[config.mk]
export PLATFORM = sky130hd
export DESIGN_NAME = pixel_byte_serializer
export DESIGN_NICKNAME = d
export VERILOG_FILES = /design/src/rtl/pixel_byte_serializer.sv
export SDC_FILE = /design/constraint.sdc
export NUM_CORES = 1
export LEC_CHECK = 0
export BUFFER_PORTS_ARGS = -buffer_cell sky130_fd_sc_hd__clkbuf_2
export CAP_MARGIN = 30
export CORE_AREA = 2 2 51 53
export CTS_CLUSTER_SIZE = 8
export DETAILED_ROUTE_END_ITERATION = 10
export DIE_AREA = 0 0 53 55
export PLACE_DENSITY = 0.7
export SETUP_SLACK_MARGIN = 0.05
export SYNTH_ARGS = -nofsm -noshare
export SYNTH_HDL_FRONTEND = slang
export SYNTH_SLANG_ARGS = --single-unit
[constraint.sdc]
create_clock -name clk -period 3.6 [get_ports clk]
set_input_delay 0.54 -clock clk [delete_from_list [all_inputs] [get_ports clk]]
set_output_delay 0.54 -clock clk [all_outputs]
set_load 0.01 [all_outputs]
[src/rtl/pixel_byte_serializer.sv]
module pixel_byte_serializer (
  input  logic       clk,
  input  logic       rst_n,
  input  logic       load_valid,
  input  logic [7:0] load_byte,
  input  logic [1:0] depth_sel,
  input  logic [1:0] scale_sel,
  input  logic       blank_req,
  output logic [2:0] rgb,
  output logic       busy
);

  logic [7:0] shreg;
  logic [1:0] dep_q;
  logic [2:0] scl_q;
  logic [2:0] rep_q;
  logic [2:0] pix_q;
  logic [3:0] npix;
  logic       hold_done;
  logic       last_px;
  logic       take;
  logic [2:0] colour;

  assign npix      = (dep_q == 2'd0) ? 4'd8 : (dep_q == 2'd1) ? 4'd4 : 4'd2;
  assign hold_done = (rep_q == scl_q - 3'd1);
  assign last_px   = busy && !blank_req && hold_done && ({1'b0, pix_q} == npix - 4'd1);
  assign take      = load_valid && (!busy || last_px);

  always_comb begin
    case (dep_q)
      2'd0:    colour = {2'b00, shreg[7]};
      2'd1:    colour = {1'b0, shreg[7], shreg[3]};
      default: colour = {shreg[5], shreg[3], shreg[1]};
    endcase
  end

  assign rgb = (busy && !blank_req) ? colour : 3'd0;

  always_ff @(posedge clk or negedge rst_n) begin
    if (!rst_n) begin
      shreg <= '0;
      dep_q <= '0;
      scl_q <= 3'd1;
      rep_q <= '0;
      pix_q <= '0;
      busy  <= 1'b0;
    end else if (take) begin
      shreg <= load_byte;
      dep_q <= (depth_sel == 2'd3) ? 2'd2 : depth_sel;
      scl_q <= (scale_sel == 2'd0) ? 3'd1 : (scale_sel == 2'd1) ? 3'd2 : 3'd4;
      rep_q <= '0;
      pix_q <= '0;
      busy  <= 1'b1;
    end else if (last_px) begin
      busy  <= 1'b0;
    end else if (busy && !blank_req) begin
      if (hold_done) begin
        rep_q <= '0;
        pix_q <= pix_q + 3'd1;
        shreg <= {shreg[6:0], 1'b0};
      end else begin
        rep_q <= rep_q + 3'd1;
      end
    end
  end

  assert_rep_in_range_R6: assert property (@(posedge clk) disable iff (!rst_n)
    busy |-> (rep_q < scl_q));

  assert_pix_in_range_R5: assert property (@(posedge clk) disable iff (!rst_n)
    busy |-> ({1'b0, pix_q} < npix));

  assert_blank_freezes_R8: assert property (@(posedge clk) disable iff (!rst_n)
    (busy && blank_req) |=> ($stable(shreg) && $stable(pix_q) && $stable(rep_q) && busy));

  assert_midbyte_load_ignored_R9: assert property (@(posedge clk) disable iff (!rst_n)
    (busy && !last_px && load_valid) |=> (busy && $stable(dep_q) && $stable(scl_q)));

  assert_idle_after_last_R5: assert property (@(posedge clk) disable iff (!rst_n)
    (last_px && !load_valid) |=> !busy);

  assert_seamless_reload_R10: assert property (@(posedge clk) disable iff (!rst_n)
    (last_px && load_valid) |=> (busy && pix_q == 3'd0 && rep_q == 3'd0));

  assert_black_when_idle_R1: assert property (@(posedge clk) disable iff (!rst_n)
    !busy |-> (rgb == 3'd0));

endmodule

Yosys cells after proc, flatten, opt, wreduce, memory -nomap -nowiden. Cells that the tools add are included.

Register bits after elaboration: 20. Output and inout bits: 4. Bits of input ports: 16.

Equal/unequal tests: 6. Reductions and logical operators: 14. Muxes and demuxes: 21. Add/sub/neg operators: 4.

Operators by type and width (number): $mux W3 (12); $mux W8 (4); $add A3 B1 Y3 const B (2); $pmux W3 S2 (1); $reduce_bool A2 Y1 (3); $eq A2 B1 Y1 const B (2); $eq A3 B4 Y1 (1); $logic_and A1 B1 Y1 (4); $logic_not A2 Y1 (2); $mux W4 (1); $sub A4 B1 Y4 const B (1); $eq A3 B3 Y1 (1); $reduce_and A3 Y1 (1); $sub A3 B1 Y3 const B (1); $eq A2 B2 Y1 const B (1); $logic_not A1 Y1 (2); $mux W1 (2); $mux W2 (1); $ne A2 B1 Y1 const B (1); $reduce_and A2 Y1 (1); $logic_or A1 B1 Y1 (1).

Depth between registers and ports, before layout.
Word-level depth: 10. Depth in mapped cells: 8.

Least setup slack after synthesis. Ideal clock, no wire load.

Path kind: flip-flop to flip-flop. Start: reg scl_q[0]. End: reg dep_q[1]. Path buffers: 1. Arrival time: 1999 ps. Path slack: 1476 ps. Stages on the path, launching flop included: 8. Path through: dfstp_2 -> inv_1 -> ha_1 -> xnor2_1 -> nor3_4 -> a32oi_1 -> buf_4 -> mux2_4.

Word-level cells in the longest chain between the ends: 6.

RTL lines: start, declared (line 15) `logic [2:0] scl_q;`; start signal, assigned (line 50) `scl_q <= (scale_sel == 2'd0) ? 3'd1 : (scale_sel == 2'd1) ? 3'd2 : 3'd4;`; $sub A3 B1 Y3 (line 25) `assign hold_done = (rep_q == scl_q - 3'd1);`; $eq A3 B3 Y1 (line 25); $logic_and A1 B1 Y1 (2 in a row) (line 26) `assign last_px = busy && !blank_req && hold_done && ({1'b0, pix_q} == npix - 4'd1);`; $logic_or A1 B1 Y1 (line 27) `assign take = load_valid && (!busy || last_px);`; $logic_and A1 B1 Y1 (line 27); end signal, assigned (line 49) `dep_q <= (depth_sel == 2'd3) ? 2'd2 : depth_sel;`; end, declared (line 14) `logic [1:0] dep_q;`.

No other way between the ends. A chain may end at the register's enable or synchronous reset.

Worst setup path in the final report.
Start: reg scl_q[0]. End: reg shreg[4].

Word-level cells in the longest chain between the ends: 8. Elaborated cells on any way between the ends: 11.

RTL lines: $sub A3 B1 Y3 * (line 25); $eq A3 B3 Y1 * (line 25); $logic_and A1 B1 Y1 (2 in a row) (line 26); $logic_or A1 B1 Y1 (line 27); $logic_and A1 B1 Y1 (line 27); $ne A2 B1 Y1 (no source line) / $reduce_bool A2 Y1 (equally long branches); $reduce_and A3 Y1 (no source line); end signal, assigned (line 48) `shreg <= load_byte;`; end signal, assigned (line 60) `shreg <= {shreg[6:0], 1'b0};`; end, declared (line 13) `logic [7:0] shreg;`.

Mark *: on every way between the ends. The rest lies on a longest branch, timed or not.

==> metrics.csv <==
stage,metric,value,unit
run_status,outcome,finished clean,
critical_path,Slowest cell on crit path,nor3b_4,
floorplan,initial core utilization,47.8,%
critical_path,Critical Path Start Type,register,
floorplan,chip width,53,µm
pwr,Static Leak,0.000586,µW
grt,first-pass GRT wire length,3590,µm
route,number of vias per cell,5.23,
route,Post-route DRC,0,
synthesis,Post-synth EDFFs,0,
sta,setup_tns,0,ns
synthesis,"FFs w/ async S/R, synth",100,%
finish,final net count,145,
synthesis,register area share after synthesis,44.4,%
synthesis,Synth top area share,42.0,%
floorplan,Top Ports,20,
sta,Clock Skew,0.00931,ns
grt,vias in the first global route,815,
critical_path,critical path class,register to register,
sta,final worst path period share,70.2,%
sta,Achievable Freq,396,MHz
route,Metal-1 WL,908,µm
clocking,post-CTS setup buffer count,0,
grt,grt ovf,0,
grt,initial antenna violation count,0,
finish,Fill cells,229,
pwr,Pwr Total,1050,µW
clocking,clk slew on worst S/H paths,0.13,ns
critical_path,CP required,3.80,ns
finish,multi-input gate area in the final layout,587,µm²
placement,GP Congestion,0.731,
synthesis,cell taking the most area after synthesis,dfrtp_1,
route,initial drt markers,7,
finish,area occupied by registers,502,µm²
route,Routed met3 length,82,µm
finish,share of cells above drive strength 1,33.6,%
placement,PortBufs,19,
critical_path,CP max stage delay,0.65,ns
synthesis,mapped cell area,0.00113,mm²
finish,area grow syn2layout,13.5,%
clocking,CTS Sinks,20,
synthesis,syn avg cell area,10.9,µm²
route,total wire length,2040,µm
grt,largest net degree at the start of global routing,21,
route,routed wl met2,994,µm
finish,n_diodes,0,
critical_path,CP bufs+invs,1,
route,Vias,811,
job,Max-Cap Viols,0,
min_path,Hold Crit Class,input pin to async pin,
synthesis,Yosys reg bits,20,
pwr,peak supply drop,0.000458,V
clocking,root buf cell,clkbuf_4,
clocking,Post-CTS Resized,0,
synthesis,Post-Synthesis Cells,104,
route,drt pass-1 iters,3,
grt,gr usage total,17.7,%
synthesis,"Top FF cell, synth",dfrtp_1,
synthesis,Synth area leaders,"dfrtp_1 42%, mux2i_1 8.0%, nor2_1 5.0%, a21oi_2 4.6%, ha_1 3.3%",
route,antenna-violating nets left,0,
route,Top Metal Used,met4,
sta,min cycle time layout,2.53,ns
sta,final setup vio count,0,
floorplan,core outline area,0.00236,mm²
critical_path,CP Max Fanout,12,
sta,Slew Limit Fails,0,
route,WL/cell,13.1,µm
finish,most frequent cells in the layout,"19 x dfrtp_1, 19 x clkbuf_2, 15 x nor2_1",
sta,final hold vios,0,
critical_path,Critical Path AT,2.73,ns
clocking,Max clock buf depth,2,
sta,unrepaired setup endpoints after global routing,no,
clocking,CTS Hold Bufs,0,
clocking,CTS tree,built,
synthesis,syn_nets,123,
critical_path,cell family with most CP delay,simple AND/OR/NAND/NOR gates,
placement,hpwl dp,1550,µm
floorplan,Die ar.,0.00292,mm²
clocking,Worst-Skew Late Latency,0.31,ns
sta,Slew headroom,54.0,%
synthesis,post-synth cell types,34,
synthesis,synth warn,0,
critical_path,CP Capture Type,register,
floorplan,Die Height,55,µm
clocking,CTS buffer count,3,
critical_path,crit-path cells,"inv_1, ha_1, xnor2_1, nor3_4, nor3b_4, mux2i_1, a21oi_2",
floorplan,row count,18,
pwr,power density over the cells,818,mW/mm²
clocking,CTS H-tree depth,1,
sta,Worst Tran Pin Value,0.689,ns
path summary, 6_finish.rpt:
| kind | from | end | slack (ns) | cells past startpoint |
|---|---|---|---|---|
| max | scl_q[0] | shreg[4] | 1.07 | 7 |
| min | rst_n | busy | 0.17 | 1 |
| max reg2reg | scl_q[0] | shreg[4] | 1.07 | 7 |
| min reg2reg | shreg[0] | shreg[0] | 0.54 | 2 |
| max in group asynchronous | rst_n | scl_q[0] | 3.07 | 1 |
| min in group clk | load_byte[0] | shreg[0] | 0.42 | 3 |
final cells by class:
cell class	count	area share [%]
flip-flops and latches	20	39.1
well taps	30	2.92
clock buffers	4	2.83
repair buffers	20	7.99
inverters	5	1.46
multi-input cells	76	45.7
flip-flops by register name, summed over array words and instances, names as in the netlist:
register / flops
pix_q: 3
shreg: 8
scl_q: 3
dep_q: 2
rep_q: 3
busy: 1
metrics by stage:
| stage | cell area [µm²] | utilization, % | cells | hold slack, ns | setup slack [ns] |
|---|---|---|---|---|---|
| after floorplan | 1130 | - | 104 | 0.244 | 1.48 |
| after global placement | 1250 | 52.8 | 151 | 0.501 | 1.14 |
| after detailed placement | 1250 | 52.8 | 151 | 0.511 | 1.06 |
| after CTS | 1280 | 54.3 | 155 | 0.195 | 1.04 |
| after global routing | 1280 | 54.3 | 155 | 0.229 | 0.886 |
| final | 1280 | 54.3 | 155 | 0.170 | 1.07 |
where the power goes:
| part | total [µW] | switching (µW) | internal, µW |
|---|---|---|---|
| clock | 138 | 76.7 | 61.8 |
| sequential | 417 | 89.7 | 327 |
| combinational | 494 | 230 | 265 |
| total | 1050 | 396 | 654 |
layer usage:
layer  track usage [%]  vias up
li1                  -      405
met1              20.6      384
met2              30.8       18
met3              3.23        4
met4              10.3        0
met5                 0        -
cell usage after synthesis (2+ instances only):
cell type	count
xnor2_1	4
nand2b_1	2
inv_1	4
dfrtp_1	19
mux2_2	2
mux2i_1	9
ha_1	3
nand2_1	6
a21oi_1	7
o21ai_1	2
nand3b_1	2
nor2_1	15
a21oi_2	6
o21ai_0	3
worst reg2reg max path, stage by stage (launching register included):
cell and delay (ns):
dfstp_2 0.56, inv_1 0.05, ha_1 0.30, xnor2_1 0.16, nor3_4 0.29, nor3b_4 0.65, mux2i_1 0.33, a21oi_2 0.08
cell families (layout without fill, tap and decap cells):
logic type / Yosys count / after routing / share of synthesized area (%)
AO/OA/AOI/OAI: 24 / 24 / 15.8
XOR/XNOR: 5 / 5 / 5.31
adder cells (fa/ha/maj): 3 / 3 / 3.32
buffers and inverters: 8 / 29 / 3.76
flip-flops: 20 / 20 / 44.4
multiplexers: 12 / 12 / 11.3
AND/OR/NAND/NOR: 32 / 32 / 16.2
Note: power is estimated with default switching activity, not from simulation.
